$ cat config.mk
export PLATFORM = sky130hd
export DESIGN_NAME = staged_watchdog
export DESIGN_NICKNAME = d
export VERILOG_FILES = /design/src/rtl/wdt_pkg.sv /design/src/rtl/wdt_regs.sv /design/src/rtl/wdt_seq.sv /design/src/rtl/wdt_pulse.sv /design/src/rtl/staged_watchdog.sv
export SDC_FILE = /design/constraint.sdc
export NUM_CORES = 1
export LEC_CHECK = 0
export BUFFER_PORTS_ARGS = -buffer_cell sky130_fd_sc_hd__buf_2
export CAP_MARGIN = 25
export CORE_MARGIN = 2
export CORE_UTILIZATION = 23
export DETAILED_ROUTE_END_ITERATION = 6
export SKIP_CTS_REPAIR_TIMING = 1
export SLEW_MARGIN = 20
export SYNTH_ARGS = -nofsm -noshare
export SYNTH_HDL_FRONTEND = slang
export SYNTH_SLANG_ARGS = --single-unit
$ cat constraint.sdc
create_clock -name clk -period 4.85 [get_ports clk]
set_clock_uncertainty 0.15 [all_clocks]
set_input_delay 0.7275 -clock clk [delete_from_list [all_inputs] [get_ports clk]]
set_output_delay 0.7275 -clock clk [all_outputs]
set_load 0.1 [all_outputs]
$ cat src/rtl/wdt_pkg.sv
// Shared constants, register addresses, control layout and length-code
// conversion for the four-stage watchdog. Assumes four stages and two CPUs.
package wdt_pkg;

    localparam int NUM_STG = 4;
    localparam int NUM_CPU = 2;
    localparam int STG_W   = $clog2(NUM_STG);
    localparam int ADDR_W  = 4;
    localparam int PW      = 16;
    localparam int NUM_LEN = 8;

    localparam logic [ADDR_W-1:0] A_CTRL   = 4'd0;
    localparam logic [ADDR_W-1:0] A_ACTS   = 4'd1;
    localparam logic [ADDR_W-1:0] A_TMO0   = 4'd2;
    localparam logic [ADDR_W-1:0] A_FEED   = 4'd6;
    localparam logic [ADDR_W-1:0] A_KEY    = 4'd7;
    localparam logic [ADDR_W-1:0] A_IRQEN  = 4'd8;
    localparam logic [ADDR_W-1:0] A_IRQST  = 4'd9;
    localparam logic [ADDR_W-1:0] A_IRQCLR = 4'd10;

    typedef enum logic [2:0] {
        ACT_OFF = 3'd0,
        ACT_IRQ = 3'd1,
        ACT_CPU = 3'd2,
        ACT_SYS = 3'd3,
        ACT_AON = 3'd4
    } act_e;

    typedef struct packed {
        logic [7:0]         chip_w;
        logic [2:0]         sys_len;
        logic [2:0]         cpu_len;
        logic [NUM_CPU-1:0] cpu_en;
        logic               chip_en;
        logic               pause_slp;
        logic               boot_en;
        logic               run_en;
    } ctrl_t;

    localparam int CTRL_W = $bits(ctrl_t);

    // Whole clock cycles for a length code, rounded up, at least one.
    function automatic logic [PW-1:0] len_cycles(input int code, input int period_ps);
        int ns;
        int cyc;
        case (code)
            0:       ns = 100;
            1:       ns = 200;
            2:       ns = 300;
            3:       ns = 400;
            4:       ns = 500;
            5:       ns = 800;
            6:       ns = 1600;
            default: ns = 3200;
        endcase
        cyc = (ns * 1000 + period_ps - 1) / period_ps;
        if (cyc < 1) cyc = 1;
        return PW'(cyc);
    endfunction

endpackage

$ cat src/rtl/wdt_regs.sv
// Register file of the watchdog. It holds the control, action, timeout,
// key and interrupt registers. Configuration writes need the key to be
// unlocked; key, feed and interrupt clear are always writable.
// Assumes one write per cycle and a combinational read path.
module wdt_regs
    import wdt_pkg::*;
#(
    parameter int          TMO_W     = 32,
    parameter logic [31:0] TMO_RESET = 32'd100000,
    parameter logic [31:0] KEY       = 32'h50D83AA1
) (
    input  logic                             clk,
    input  logic                             rst_n,
    input  logic                             we,
    input  logic [ADDR_W-1:0]                addr,
    input  logic [31:0]                      wdata,
    input  logic                             fire_irq,
    output logic [31:0]                      rdata,
    output ctrl_t                            ctrl,
    output logic [NUM_STG-1:0][2:0]          acts,
    output logic [NUM_STG-1:0][TMO_W-1:0]    tmo,
    output logic                             feed,
    output logic                             irq_st,
    output logic                             irq_en,
    output logic                             unlocked
);

    logic [31:0] key_q;
    logic        cfg_wr;
    logic        clr_wr;

    assign unlocked = (key_q == KEY);
    assign cfg_wr   = we && unlocked;
    assign feed     = we && (addr == A_FEED) && wdata[0];
    assign clr_wr   = we && (addr == A_IRQCLR) && wdata[0];

    // Key register: any write replaces the stored word.
    always_ff @(posedge clk) begin
        if (!rst_n)                      key_q <= '0;
        else if (we && addr == A_KEY)    key_q <= wdata;
    end

    // Control register, boot enable set out of reset.
    always_ff @(posedge clk) begin
        if (!rst_n) begin
            ctrl         <= '0;
            ctrl.boot_en <= 1'b1;
        end else if (cfg_wr && addr == A_CTRL) begin
            ctrl <= ctrl_t'(wdata[CTRL_W-1:0]);
        end
    end

    // Stage action codes.
    always_ff @(posedge clk) begin
        if (!rst_n)                         acts <= '0;
        else if (cfg_wr && addr == A_ACTS)  acts <= wdata[NUM_STG*3-1:0];
    end

    // One timeout register per stage.
    for (genvar g = 0; g < NUM_STG; g++) begin : g_tmo
        always_ff @(posedge clk) begin
            if (!rst_n)
                tmo[g] <= TMO_W'(TMO_RESET);
            else if (cfg_wr && addr == A_TMO0 + ADDR_W'(g))
                tmo[g] <= wdata[TMO_W-1:0];
        end
    end

    // Interrupt enable.
    always_ff @(posedge clk) begin
        if (!rst_n)                          irq_en <= 1'b0;
        else if (cfg_wr && addr == A_IRQEN)  irq_en <= wdata[0];
    end

    // Interrupt status: an expiry sets it and wins over a clear.
    always_ff @(posedge clk) begin
        if (!rst_n)        irq_st <= 1'b0;
        else if (fire_irq) irq_st <= 1'b1;
        else if (clr_wr)   irq_st <= 1'b0;
    end

    // Read multiplexer.
    always_comb begin
        rdata = '0;
        for (int i = 0; i < NUM_STG; i++)
            if (addr == A_TMO0 + ADDR_W'(i)) rdata = 32'(tmo[i]);
        case (addr)
            A_CTRL:  rdata = 32'(ctrl);
            A_ACTS:  rdata = 32'(acts);
            A_KEY:   rdata = key_q;
            A_IRQEN: rdata = 32'(irq_en);
            A_IRQST: rdata = 32'(irq_st);
            default: ;
        endcase
    end

endmodule

$ cat src/rtl/wdt_seq.sv
// Stage sequencer and counter. A single counter times the current stage
// against its limit; stage 0 is scaled by the strap. On expiry it decodes
// the stage action into one-cycle fire strobes, clears the count and
// advances the stage, wrapping after the last one.
module wdt_seq
    import wdt_pkg::*;
#(
    parameter int TMO_W = 32
) (
    input  logic                          clk,
    input  logic                          rst_n,
    input  logic                          run_en,
    input  logic                          boot_en,
    input  logic                          pause_slp,
    input  logic                          sleep_i,
    input  logic [1:0]                    dly_sel,
    input  logic                          feed,
    input  logic [NUM_STG-1:0][TMO_W-1:0] tmo,
    input  logic [NUM_STG-1:0][2:0]       acts,
    output logic                          fire_irq,
    output logic                          fire_cpu,
    output logic                          fire_sys,
    output logic                          fire_aon,
    output logic [STG_W-1:0]              stage_q,
    output logic [TMO_W+3:0]              count_q
);

    localparam int CNT_W = TMO_W + 4;

    logic [CNT_W-1:0] limit;
    logic [2:0]       shamt;
    logic [2:0]       cur_act;
    logic             armed;
    logic             active;
    logic             hit;

    // Limit of the current stage, stage 0 scaled by 2^(1+strap).
    always_comb begin
        shamt = (stage_q == '0) ? (3'(dly_sel) + 3'd1) : 3'd0;
        limit = CNT_W'(tmo[stage_q]) << shamt;
    end

    assign armed   = run_en || boot_en;
    assign active  = armed && !(pause_slp && sleep_i) && !feed;
    assign hit     = active && ({1'b0, count_q} + 1'b1 >= {1'b0, limit});
    assign cur_act = acts[stage_q];

    // Action decode, valid only in the expiry cycle.
    always_comb begin
        fire_irq = hit && (cur_act == ACT_IRQ);
        fire_cpu = hit && (cur_act == ACT_CPU);
        fire_sys = hit && (cur_act == ACT_SYS);
        fire_aon = hit && (cur_act == ACT_AON);
    end

    // Counter and stage pointer.
    always_ff @(posedge clk) begin
        if (!rst_n || feed || !armed) begin
            count_q <= '0;
            stage_q <= '0;
        end else if (hit) begin
            count_q <= '0;
            stage_q <= (stage_q == STG_W'(NUM_STG - 1)) ? '0 : stage_q + 1'b1;
        end else if (active) begin
            count_q <= count_q + 1'b1;
        end
    end

endmodule

$ cat src/rtl/wdt_pulse.sv
// Pulse stretcher: a trigger loads the length and the output stays high
// until the count reaches zero. A new trigger reloads it. Assumes the
// length is at least one.
module wdt_pulse #(
    parameter int LEN_W = 16
) (
    input  logic             clk,
    input  logic             rst_n,
    input  logic             trig,
    input  logic [LEN_W-1:0] len,
    output logic             pulse
);

    logic [LEN_W-1:0] cnt_q;

    // Load on trigger, count down otherwise.
    always_ff @(posedge clk) begin
        if (!rst_n)           cnt_q <= '0;
        else if (trig)        cnt_q <= len;
        else if (cnt_q != '0) cnt_q <= cnt_q - 1'b1;
    end

    assign pulse = (cnt_q != '0);

endmodule

$ cat src/rtl/staged_watchdog.sv
// Top of the four-stage watchdog. It joins the register file, the
// sequencer and the reset pulse stretchers. Length codes become cycle
// counts through a table folded from CLK_PERIOD_PS.
module staged_watchdog
    import wdt_pkg::*;
#(
    parameter int          TMO_W         = 32,
    parameter int          CLK_PERIOD_PS = 8000,
    parameter logic [31:0] TMO_RESET     = 32'd100000,
    parameter logic [31:0] KEY           = 32'h50D83AA1
) (
    input  logic               clk,
    input  logic               rst_n,
    input  logic               reg_we,
    input  logic [ADDR_W-1:0]  reg_addr,
    input  logic [31:0]        reg_wdata,
    output logic [31:0]        reg_rdata,
    input  logic               sleep_i,
    input  logic [1:0]         dly_sel_i,
    output logic               irq_o,
    output logic [NUM_CPU-1:0] cpu_rst_o,
    output logic               sys_rst_o,
    output logic               aon_rst_o,
    output logic               chip_rst_o
);

    localparam int CNT_W = TMO_W + 4;

    ctrl_t                         ctrl;
    logic [NUM_STG-1:0][2:0]       acts;
    logic [NUM_STG-1:0][TMO_W-1:0] tmo;
    logic                          feed;
    logic                          irq_st;
    logic                          irq_en;
    logic                          unlocked;
    logic                          fire_irq;
    logic                          fire_cpu;
    logic                          fire_sys;
    logic                          fire_aon;
    logic [STG_W-1:0]              stage_q;
    logic [CNT_W-1:0]              count_q;
    logic [PW-1:0]                 len_tab [NUM_LEN];
    logic [PW-1:0]                 cpu_len;
    logic [PW-1:0]                 sys_len;
    logic [PW-1:0]                 chip_len;

    wdt_regs #(.TMO_W(TMO_W), .TMO_RESET(TMO_RESET), .KEY(KEY)) u_regs (
        .clk(clk), .rst_n(rst_n), .we(reg_we), .addr(reg_addr), .wdata(reg_wdata),
        .fire_irq(fire_irq), .rdata(reg_rdata), .ctrl(ctrl), .acts(acts), .tmo(tmo),
        .feed(feed), .irq_st(irq_st), .irq_en(irq_en), .unlocked(unlocked)
    );

    wdt_seq #(.TMO_W(TMO_W)) u_seq (
        .clk(clk), .rst_n(rst_n), .run_en(ctrl.run_en), .boot_en(ctrl.boot_en),
        .pause_slp(ctrl.pause_slp), .sleep_i(sleep_i), .dly_sel(dly_sel_i),
        .feed(feed), .tmo(tmo), .acts(acts), .fire_irq(fire_irq),
        .fire_cpu(fire_cpu), .fire_sys(fire_sys), .fire_aon(fire_aon),
        .stage_q(stage_q), .count_q(count_q)
    );

    // Constant table of pulse lengths in cycles.
    for (genvar g = 0; g < NUM_LEN; g++) begin : g_len
        assign len_tab[g] = len_cycles(g, CLK_PERIOD_PS);
    end

    assign cpu_len  = len_tab[ctrl.cpu_len];
    assign sys_len  = len_tab[ctrl.sys_len];
    assign chip_len = (ctrl.chip_w == '0) ? PW'(1) : PW'(ctrl.chip_w);

    assign irq_o = irq_st && irq_en;

    // One stretcher per CPU, gated by that CPU's enable.
    for (genvar c = 0; c < NUM_CPU; c++) begin : g_cpu
        wdt_pulse #(.LEN_W(PW)) u_cpu (
            .clk(clk), .rst_n(rst_n), .trig(fire_cpu && ctrl.cpu_en[c]),
            .len(cpu_len), .pulse(cpu_rst_o[c])
        );
    end

    wdt_pulse #(.LEN_W(PW)) u_sys (
        .clk(clk), .rst_n(rst_n), .trig(fire_sys), .len(sys_len), .pulse(sys_rst_o)
    );

    wdt_pulse #(.LEN_W(PW)) u_aon (
        .clk(clk), .rst_n(rst_n), .trig(fire_aon), .len(sys_len), .pulse(aon_rst_o)
    );

    wdt_pulse #(.LEN_W(PW)) u_chip (
        .clk(clk), .rst_n(rst_n),
        .trig(ctrl.chip_en && (fire_cpu || fire_sys || fire_aon)),
        .len(chip_len), .pulse(chip_rst_o)
    );

endmodule

==> results.ini, run 1 <==
[logic_synthesis]
synthFlopType=dfxtp_1
postSynthCellCount=2248
yosys.area.top_type=dfxtp_1
synth_edf_count=0
synth.most_common_cell=nand2_1
synth.top_cell.area_share_pct=35.4
synth.distinct_cells=66
yosysSeqAreaShare_pct=35.4
netlist_area_sq_mm=0.0176
synth_warnings=0
synth_area_leaders=dfxtp_1 35%, nand2_1 13%, a21boi_0 7.3%
synthesis.nets=2341
synth_async_sr_flop_share_pct=0
ys_ff_latch=312
syn_area_per_cell_sq_um=7.85
synth_common_cells=601 x nand2_1, 312 x dfxtp_1, 196 x nor2_1

[floorplan]
initial_core_util_pct=23.2
dieWidth_microns=281
coreArea_sq_mm=0.0759
fp.dieH_microns=281
row_count=101
dieArea_sq_mm=0.0789
ios=80

[placement]
hpwl_microns=36900
io_buffer_count=79
gp_congestion=0.822

[grt]
grt_pass1_wl_microns=82800
grt_use_total_pct=13.3
grt_max_degree=110
grt_pass1_vias=14531
grt.overflow.total=0
antenna_found_initial=15

[power]
sw_frac_of_total_pct=34.0
leakage_uw=0.00746
vdd_drop_max_uv=194
p_int_uw=5420
finalPower_uw=8210
power_frac_comb_pct=27.9
p_switching_uw=2790
clkPwrFrac_pct=34.8
p_per_area_mw_per_mm2=401
pwr-share-seq_pct=37.3

[timing]
hold_viol=0
slew_viol_final=0
worst_pin_slew_ns=0.848
slew_headroom_pct=43.4
setup_tns_ns=0
fmax_ghz=0.225
setup_viol=0
layout_min_cycle_time_ns=4.44
fin_crit_sh_pct=91.5
rsz0062_at_grt=false

[status]
status=finished, final reports clean

[drt]
first_iter_violations=1067
drt-total-wl_microns=53200
dr.pass1.iters=5
vias=15606
routedWlPerCell_microns=16.0
viasPerCell=4.69
drc=0
antenna_left=0

[final_layout]
syn_to_final_growth_pct=16.0
drive_gt1_share_pct=10.9
nets=2357
fill_cells=8207

[clocking]
cts_tree=yes
cts-root-buf=clkbuf_16
cts_sinks=312
cts_made_buffers=37
cts_max_path_buffers=3
clk_pin_slew_ns=0.07
cts.htree.levels=2
clkLatencyLatePin_ns=0.56

[job]
cap_violations=0

[critical_path]
crit_path_end_kind=flip-flop
r2r_cells=18
critical_path_arrival_ns=4.77
critPathKind=flip-flop to flip-flop
worst-path-max-fanout=11
crit_path_start=u_seq.count_q[0]
r2r_start=u_seq.count_q[0]
critPathLaunchType=flip-flop
cp.required_ns=5.18

[hold_path]
whs_path_depth=3
hold_path_startpoint=reg_wdata[20]
min_path_type=input pin to flip-flop

metrics by stage:
step	worst slack, ns	util, %	std cells	instance area (sq um)	hold slack (ns)
after CTS	0.312	26.9	3322	20500	0.300
after global placement	0.207	25.3	3255	19200	0.312
after detailed placement	0.221	25.3	3255	19200	0.319
after global routing	0.0657	26.9	3322	20500	0.315
final	0.413	26.9	3324	20500	0.314
after floorplan	0.0421	-	2248	17600	0.296
worst max-delay path, stage by stage, from the launching register on:
cell	delay [ns]
dfxtp_1	0.39
ha_1	0.22
and3_1	0.23
nand4_1	0.22
or2_1	0.34
nor3_4	0.26
nand3_1	0.14
xnor2_1	0.17
ha_1	0.32
a21oi_1	0.14
o21ai_0	0.11
a2111oi_1	0.40
o211ai_1	0.17
o211ai_2	0.16
buf_4	0.20
a21oi_1	0.08
buf_4	0.22
nand2b_1	0.26
a21oi_1	0.17
per-layer routing:
layer	global-route usage, %	vias to the layer above	part of all wire [%]
met5	0	-	0.20
met4	4.98	18	3.1
met3	3.05	104	7.3
met2	20.6	365	43
met1	17.8	7347	46
li1	-	7772	-
kinds of logic after synthesis:
kind of cell	synth area share, %
compound gates	16.4
xor+xnor	5.91
fa+ha+maj	3.62
buf+inv	4.21
flops	35.4
mux	7.72
simple gates	26.7
cell usage in the layout (no fill, tap or decap), types with 7 or more instances in the layout:
master and n:
nand2_1 601, dfxtp_1 310, nor2_1 194, a21boi_0 172, nand3_1 104, buf_2 73, a22oi_1 67, xnor2_1 62
xor2_1 57, mux2i_1 55, ha_1 51, buf_4 50, o21ai_0 47, a21oi_1 41, clkbuf_16 39, mux4_2 36
nor3_1 33, inv_1 28, a31oi_1 26, and2_1 20, nand4_1 20, nor4_1 17, nand2b_1 16, a211oi_1 11
a22o_1 10, or3_1 10, o211ai_1 10, clkbuf_1 10, and3_1 9, nor2b_1 8, clkbuf_8 8, or4_1 7
buf_12 7
flip-flops by register name, summed over array words and instances (netlist names):
name / count
u_regs.acts: 12
u_regs.tmo: 128
u_chip.cnt_q: 16
u_regs.irq_en: 1
u_regs.irq_st: 1
u_regs.key_q: 32
u_regs.ctrl: 20
u_aon.cnt_q: 16
u_sys.cnt_q: 16
u_seq.stage_q: 2
g_cpu.u_cpu.cnt_q: 32
u_seq.count_q: 36
final timing paths:
kind | end | slack, ns
worst min register to register | u_regs.tmo[20] | 0.32
worst max-delay path | u_sys.cnt_q[15] | 0.41
worst max register to register | u_sys.cnt_q[15] | 0.41
worst min-delay path | u_regs.tmo[84] | 0.31
layout make-up:
type / instances / area [sq um] / share of cell area, %
multi-input combinational: 1754 / 10700 / 52.2
clock inverter: 10 / 115 / 0.563
timing repair buffer: 131 / 892 / 4.36
tap: 1030 / 1290 / 6.30
antenna: 2 / 5.00 / 0.0245
clock buffer: 57 / 1120 / 5.49
sequential: 312 / 6250 / 30.5
inverter: 28 / 105 / 0.514
power groups by stage:
stage               registers, uW  logic [uW]  clock network (uW)
floorplan                    3070        1900                   0
global placement             3110        2290                   0
detailed placement           3110        2310                   0
CTS                          3060        2320                2910
global route                 3100        2610                3010
finish                       3060        2290                2860
Note: power is estimated with default switching activity, not from simulation.
==> run 2: changes to the inputs <==
--- a/config.mk
+++ b/config.mk
@@ -8,7 +8,7 @@
 export BUFFER_PORTS_ARGS = -buffer_cell sky130_fd_sc_hd__buf_2
 export CAP_MARGIN = 25
 export CORE_MARGIN = 2
-export CORE_UTILIZATION = 23
+export CORE_UTILIZATION = 40
 export DETAILED_ROUTE_END_ITERATION = 6
 export SKIP_CTS_REPAIR_TIMING = 1
 export SLEW_MARGIN = 20
==> run 2 against run 1 <==
Worst hold slack better by 0.0035 ns. Clock-buffer cell count decreased by 5. Sequential share of layout area increased by 0.94 points. Largest cell class unchanged. Critical path depth is the same. Utilization up 19 points. Non-clock buffer count down 3. Flip-flop and latch count is the same. Register-to-register slack got worse by 0.098 ns. Via count rose by 2.3%.
==> results.ini, run 2 (synthesized netlist as in run 1, its figures left out) <==
[clocking]
cts.htree.levels=2  ; unchanged
cts-root-buf=clkbuf_16  ; unchanged
clkLatencyLatePin_ns=0.56  ; about the same
cts_sinks=312  ; unchanged
cts_max_path_buffers=3  ; unchanged
clk_pin_slew_ns=0.07  ; about the same
cts_tree=yes  ; unchanged
cts_made_buffers=37  ; unchanged

[placement]
gp_congestion=0.857  ; was 0.822
io_buffer_count=79  ; unchanged
hpwl_microns=35300  ; was 36900 microns
post-place-ws_ns=0.158  ; was 0.221 ns
placed_area_sq_mm=0.0186  ; was 0.0192 sq mm
dp_cells=2804  ; was 3255

[timing]
setup_ws_ns=0.315  ; was 0.413 ns
slew_viol_final=0  ; unchanged
worst_pin_slew_ns=0.891  ; was 0.848 ns
hold_viol=0  ; unchanged
fmax_ghz=0.220  ; was 0.225 GHz
fin_crit_sh_pct=93.5  ; was 91.5%
setup_viol=0  ; unchanged
layout_min_cycle_time_ns=4.54  ; was 4.44 ns
slew_headroom_pct=40.4  ; was 43.4%

[drt]
viasPerCell=5.56  ; was 4.69
routedWlPerCell_microns=18.2  ; was 16.0 microns
vias=15967  ; was 15606
antenna_left=0  ; unchanged
drc=0  ; unchanged
drt-total-wl_microns=52200  ; was 53200 microns
first_iter_violations=1071  ; was 1067
dr.pass1.iters=6  ; was 5

[power]
vdd_drop_max_uv=309  ; was 194 uV
p_per_area_mw_per_mm2=414  ; was 401 mW/mm^2
leakage_uw=0.00744  ; was 0.00746 uW
pwr-share-seq_pct=37.4  ; was 37.3%
power_frac_comb_pct=27.9  ; about the same
sw_frac_of_total_pct=34.0  ; about the same
clkPwrFrac_pct=34.8  ; about the same
p_switching_uw=2790  ; about the same
p_int_uw=5430  ; was 5420 uW

[final_layout]
design_area_sq_mm=0.0198  ; was 0.0205 sq mm
regMostFlops=u_regs.tmo  ; unchanged
utilization_pct=45.9  ; was 26.9%
drive_gt1_share_pct=10.8  ; was 10.9%
nets=2354  ; was 2357
final_common_cell=nand2_1  ; unchanged
fin_cells=2871  ; was 3324
top_regs=u_regs.tmo (128), u_seq.count_q (36)  ; unchanged
syn_to_final_growth_pct=12.5  ; was 16.0%
largest_reg_flops=128  ; unchanged
final_cell_mix=601 x nand2_1, 310 x dfxtp_1, 194 x nor2_1  ; unchanged

[critical_path]
critPathLaunchType=flip-flop  ; unchanged
crit_path_end_kind=flip-flop  ; unchanged
r2r-end=u_seq.count_q[12]  ; was u_sys.cnt_q[15]
r2r_start=u_seq.count_q[0]  ; unchanged
path_buf_inv=2  ; unchanged
slowest_stage=a2111oi_1  ; unchanged
critical_path_arrival_ns=4.85  ; was 4.77 ns
crit_family=simple AND/OR/NAND/NOR gates  ; unchanged
slowest_delay_ns=0.42  ; was 0.40 ns
cp.required_ns=5.16  ; was 5.18 ns
r2r_cells=18  ; unchanged
rrSetupSlack_ns=0.31  ; was 0.41 ns
critPathKind=flip-flop to flip-flop  ; unchanged
path_cells=ha_1 -> and3_1 -> nand4_1 -> or2_1 -> nor3_4 -> nand3_1 -> xnor2_1 -> ha_1 -> a21oi_1 -> o21ai_0 -> a2111oi_1 -> o211ai_1 -> o211ai_2 -> buf_4 -> a21oi_2 -> or2_1 -> buf_4 -> nor2_1  ; was ha_1 -> and3_1 -> nand4_1 -> or2_1 -> nor3_4 -> nand3_1 -> xnor2_1 -> ha_1 -> a21oi_1 -> o21ai_0 -> a2111oi_1 -> o211ai_1 -> o211ai_2 -> buf_4 -> a21oi_1 -> buf_4 -> nand2b_1 -> a21oi_1
worst-path-max-fanout=36  ; was 11

[hold_path]
hold_end=u_regs.tmo[59]  ; was u_regs.tmo[84]
whs_path_depth=3  ; unchanged
min_path_type=input pin to flip-flop  ; unchanged
hold_path_startpoint=reg_wdata[27]  ; was reg_wdata[20]

[job]
cap_violations=0  ; unchanged

[floorplan]
dieArea_sq_mm=0.0458  ; was 0.0789 sq mm
ios=80  ; unchanged
fp.dieH_microns=214  ; was 281 microns
dieWidth_microns=214  ; was 281 microns
coreArea_sq_mm=0.0433  ; was 0.0759 sq mm
row_count=76  ; was 101
initial_core_util_pct=40.8  ; was 23.2%

[grt]
grt_use_total_pct=22.4  ; was 13.3%
antenna_found_initial=3  ; was 15
grt_pass1_vias=15308  ; was 14531
grt.overflow.total=0  ; unchanged
grt_max_degree=108  ; was 110
grt_pass1_wl_microns=83600  ; was 82800 microns

[status]
status=finished, final reports clean  ; unchanged

==> run 2: power by group through the flow <==
| stage | clock [uW] | sequential (uW) | combinational (uW) |
|---|---|---|---|
| final | 2860 | 3070 | 2290 |
| after global routing | 3010 | 3110 | 2580 |
| after CTS | 2910 | 3070 | 2300 |
| after detailed placement | 0 | 3120 | 2290 |
| after global placement | 0 | 3110 | 2230 |
| after floorplan | 0 | 3070 | 1900 |
==> run 2: metal layers <==
metal | up-vias | part of all wire (%) | GRT usage (%)
met1 | 7668 | 44 | 28.9
met3 | 90 | 5.3 | 3.10
met2 | 453 | 47 | 37.9
li1 | 7754 | - | -
met4 | 2 | 3.2 | 8.28
met5 | - | 0.025 | 0
==> run 2: layout make-up <==
type                    instances  area [sq um]
flip-flops and latches        312          6250
repair buffers                128           832
fillers                      4262         23400
well taps                     585           732
clock buffers                  52          1090
clock inverters                11           144
multi-input cells            1754         10700
diodes                          1          2.50
inverters                      28           105
==> run 2: metrics by stage <==
step | TNS, ns | power, uW | hold WS (ns)
final | 0 | 8220 | 0.318
after floorplan | 0 | 4970 | 0.296
after global placement | 0 | 5340 | 0.309
after global routing | -0.00851 | 8690 | 0.325
after CTS | 0 | 8280 | 0.298
after detailed placement | 0 | 5410 | 0.319
==> run 2: tightest hold or removal path, stage by stage <==
cell      delay (ns)
buf_2           0.13
nand2_1         0.05
a21boi_0        0.06
==> run 2: worst max path at each step <==
stage | endpoint | start | cells after the start
after detailed placement | u_sys.cnt_q[15] | dly_sel_i[0] | 18
after global routing | u_sys.cnt_q[15] | u_seq.count_q[0] | 18
after global placement | u_sys.cnt_q[15] | dly_sel_i[0] | 18
after floorplan | u_seq.count_q[29] | u_seq.stage_q[1] | 23
final | u_seq.count_q[12] | u_seq.count_q[0] | 18
after CTS | u_seq.count_q[12] | u_seq.count_q[0] | 18
==> run 3: changes to the inputs <==
--- a/config.mk
+++ b/config.mk
@@ -5,7 +5,7 @@
 export SDC_FILE = /design/constraint.sdc
 export NUM_CORES = 1
 export LEC_CHECK = 0
-export BUFFER_PORTS_ARGS = -buffer_cell sky130_fd_sc_hd__buf_2
+export BUFFER_PORTS_ARGS = -buffer_cell sky130_fd_sc_hd__buf_4
 export CAP_MARGIN = 25
 export CORE_MARGIN = 2
 export CORE_UTILIZATION = 40
==> run 3 against run 2 <==
Routed wire length down 0.47%. Sequential share of layout area shrank 0.38 points. Non-clock buffer count grew 6. Critical path type unchanged. Highest routed layer unchanged.
==> results.ini, run 3 (synthesized netlist as in run 1, its figures left out) <==
[floorplan]
fp.dieH_microns=214  ; unchanged
ios=80  ; unchanged
coreArea_sq_mm=0.0433  ; unchanged
dieArea_sq_mm=0.0458  ; unchanged
initial_core_util_pct=40.8  ; unchanged
row_count=76  ; unchanged
dieWidth_microns=214  ; unchanged

[critical_path]
worst-path-max-fanout=11  ; was 36
crit_path_end_kind=flip-flop  ; unchanged
r2r_start=u_seq.count_q[0]  ; unchanged
slowest_stage=a21oi_2  ; was a2111oi_1
path_buf_inv=2  ; unchanged
crit_top_cell=a21oi_1
critPathKind=flip-flop to flip-flop  ; unchanged
critPathLaunchType=flip-flop  ; unchanged
critical_path_arrival_ns=4.83  ; was 4.85 ns
cp.required_ns=5.17  ; was 5.16 ns
path_cells=ha_1 -> and3_1 -> nand4_1 -> or2_1 -> nor3_4 -> buf_4 -> nand3_1 -> nor2_1 -> xor2_1 -> ha_1 -> a21o_1 -> a21oi_1 -> nand3_1 -> a21oi_2 -> a21oi_1 -> buf_4 -> nand2b_1 -> a21oi_1  ; was ha_1 -> and3_1 -> nand4_1 -> or2_1 -> nor3_4 -> nand3_1 -> xnor2_1 -> ha_1 -> a21oi_1 -> o21ai_0 -> a2111oi_1 -> o211ai_1 -> o211ai_2 -> buf_4 -> a21oi_2 -> or2_1 -> buf_4 -> nor2_1
crit_family=simple AND/OR/NAND/NOR gates  ; unchanged
crit_path_start=u_seq.count_q[0]  ; unchanged
slowest_delay_ns=0.45  ; was 0.42 ns

[status]
status=finished, final reports clean  ; unchanged

[drt]
first_iter_violations=1183  ; was 1071
antenna_left=0  ; unchanged
vias=15759  ; was 15967
drc=0  ; unchanged
dr.pass1.iters=5  ; was 6
viasPerCell=5.48  ; was 5.56
routedWlPerCell_microns=18.1  ; was 18.2 microns
drt-total-wl_microns=52000  ; was 52200 microns

[final_layout]
top_regs=u_regs.tmo (128), u_seq.count_q (36)  ; unchanged
design_area_sq_mm=0.0201  ; was 0.0198 sq mm
num_antenna_cells=0  ; was 1
regMostFlops=u_regs.tmo  ; unchanged
final_cell_mix=601 x nand2_1, 310 x dfxtp_1, 194 x nor2_1  ; unchanged
fill_cells=4246  ; was 4262
drive_gt1_share_pct=11.1  ; was 10.8%
nets=2359  ; was 2354
largest_reg_flops=128  ; unchanged
utilization_pct=46.4  ; was 45.9%
syn_to_final_growth_pct=13.9  ; was 12.5%
final_common_cell=nand2_1  ; unchanged

[clocking]
cts_tree=yes  ; unchanged
cts.htree.levels=2  ; unchanged
cts_made_buffers=36  ; was 37
cts_max_path_buffers=3  ; unchanged
cts_sinks=312  ; unchanged
clk_pin_slew_ns=0.06  ; was 0.07 ns
cts-root-buf=clkbuf_16  ; unchanged
clkLatencyLatePin_ns=0.55  ; was 0.56 ns

[timing]
slew_headroom_pct=35.6  ; was 40.4%
hold_viol=0  ; unchanged
slew_viol_final=0  ; unchanged
worst_pin_slew_ns=0.963  ; was 0.891 ns
layout_min_cycle_time_ns=4.51  ; was 4.54 ns
fmax_ghz=0.222  ; was 0.220 GHz
fin_crit_sh_pct=93.0  ; was 93.5%
setup_viol=0  ; unchanged
setup_tns_ns=0  ; unchanged
rsz0062_at_grt=false

[grt]
grt.overflow.total=0  ; unchanged
grt_max_degree=105  ; was 108
antenna_found_initial=1  ; was 3
grt_pass1_vias=15033  ; was 15308
grt_pass1_wl_microns=82800  ; was 83600 microns
grt_use_total_pct=22.2  ; was 22.4%

[placement]
placed_area_sq_mm=0.0188  ; was 0.0186 sq mm
gp_congestion=0.835  ; was 0.857
hpwl_microns=35600  ; was 35300 microns
io_buffer_count=79  ; unchanged

[hold_path]
hold_path_startpoint=reg_wdata[16]  ; was reg_wdata[27]
min_path_type=input pin to flip-flop  ; unchanged

[power]
leakage_uw=0.00751  ; was 0.00744 uW
vdd_drop_max_uv=363  ; was 309 uV
finalPower_uw=8230  ; was 8220 uW
p_per_area_mw_per_mm2=410  ; was 414 mW/mm^2

[job]
cap_violations=0  ; unchanged

[run 3: layer usage]
| layer | GRT usage (%) | routed length, microns | vias up |
|---|---|---|---|
| li1 | - | - | 7771 |
| met1 | 29.7 | 23100 | 7467 |
| met2 | 37.2 | 24500 | 450 |
| met3 | 2.83 | 3030 | 69 |
| met4 | 7.25 | 1340 | 2 |
| met5 | 0 | 10 | - |
[run 3: worst min-delay path, stage by stage]
cell and delay [ns]:
buf_4 0.13, nand2_1 0.05, nand3_1 0.07
[run 3: cell type report]
type	instances	area [sq um]	share of cell area, %
Clock buffer	55	1100	5.49
Clock inverter	10	144	0.716
Inverter	28	105	0.523
Multi-Input combinational cell	1754	10700	53.2
Sequential cell	312	6250	31.1
Tap cell	585	732	3.64
Timing Repair Buffer	134	1070	5.32
[run 3: stage by stage]
step / std cells / hold WS, ns / setup WS, ns
2_1_floorplan: 2248 / 0.296 / 0.0421
4_1_cts: 2874 / 0.280 / 0.222
5_1_grt: 2878 / 0.297 / 0.0153
3_5_place_dp: 2809 / 0.317 / 0.255
3_3_place_gp: 2809 / 0.308 / 0.362
6_report: 2878 / 0.302 / 0.337
[run 3: final timing paths]
path,cells past startpoint,end,slack (ns)
max,18,u_sys.cnt_q[15],0.34
min,3,u_regs.tmo[48],0.30
max reg2reg,18,u_sys.cnt_q[15],0.34
min reg2reg,2,u_seq.count_q[1],0.32
[run 3: power by group]
| part | switching (uW) | internal [uW] |
|---|---|---|
| combinational | 1400 | 903 |
| sequential | 241 | 2830 |
| clock | 1120 | 1740 |
| total | 2760 | 5470 |
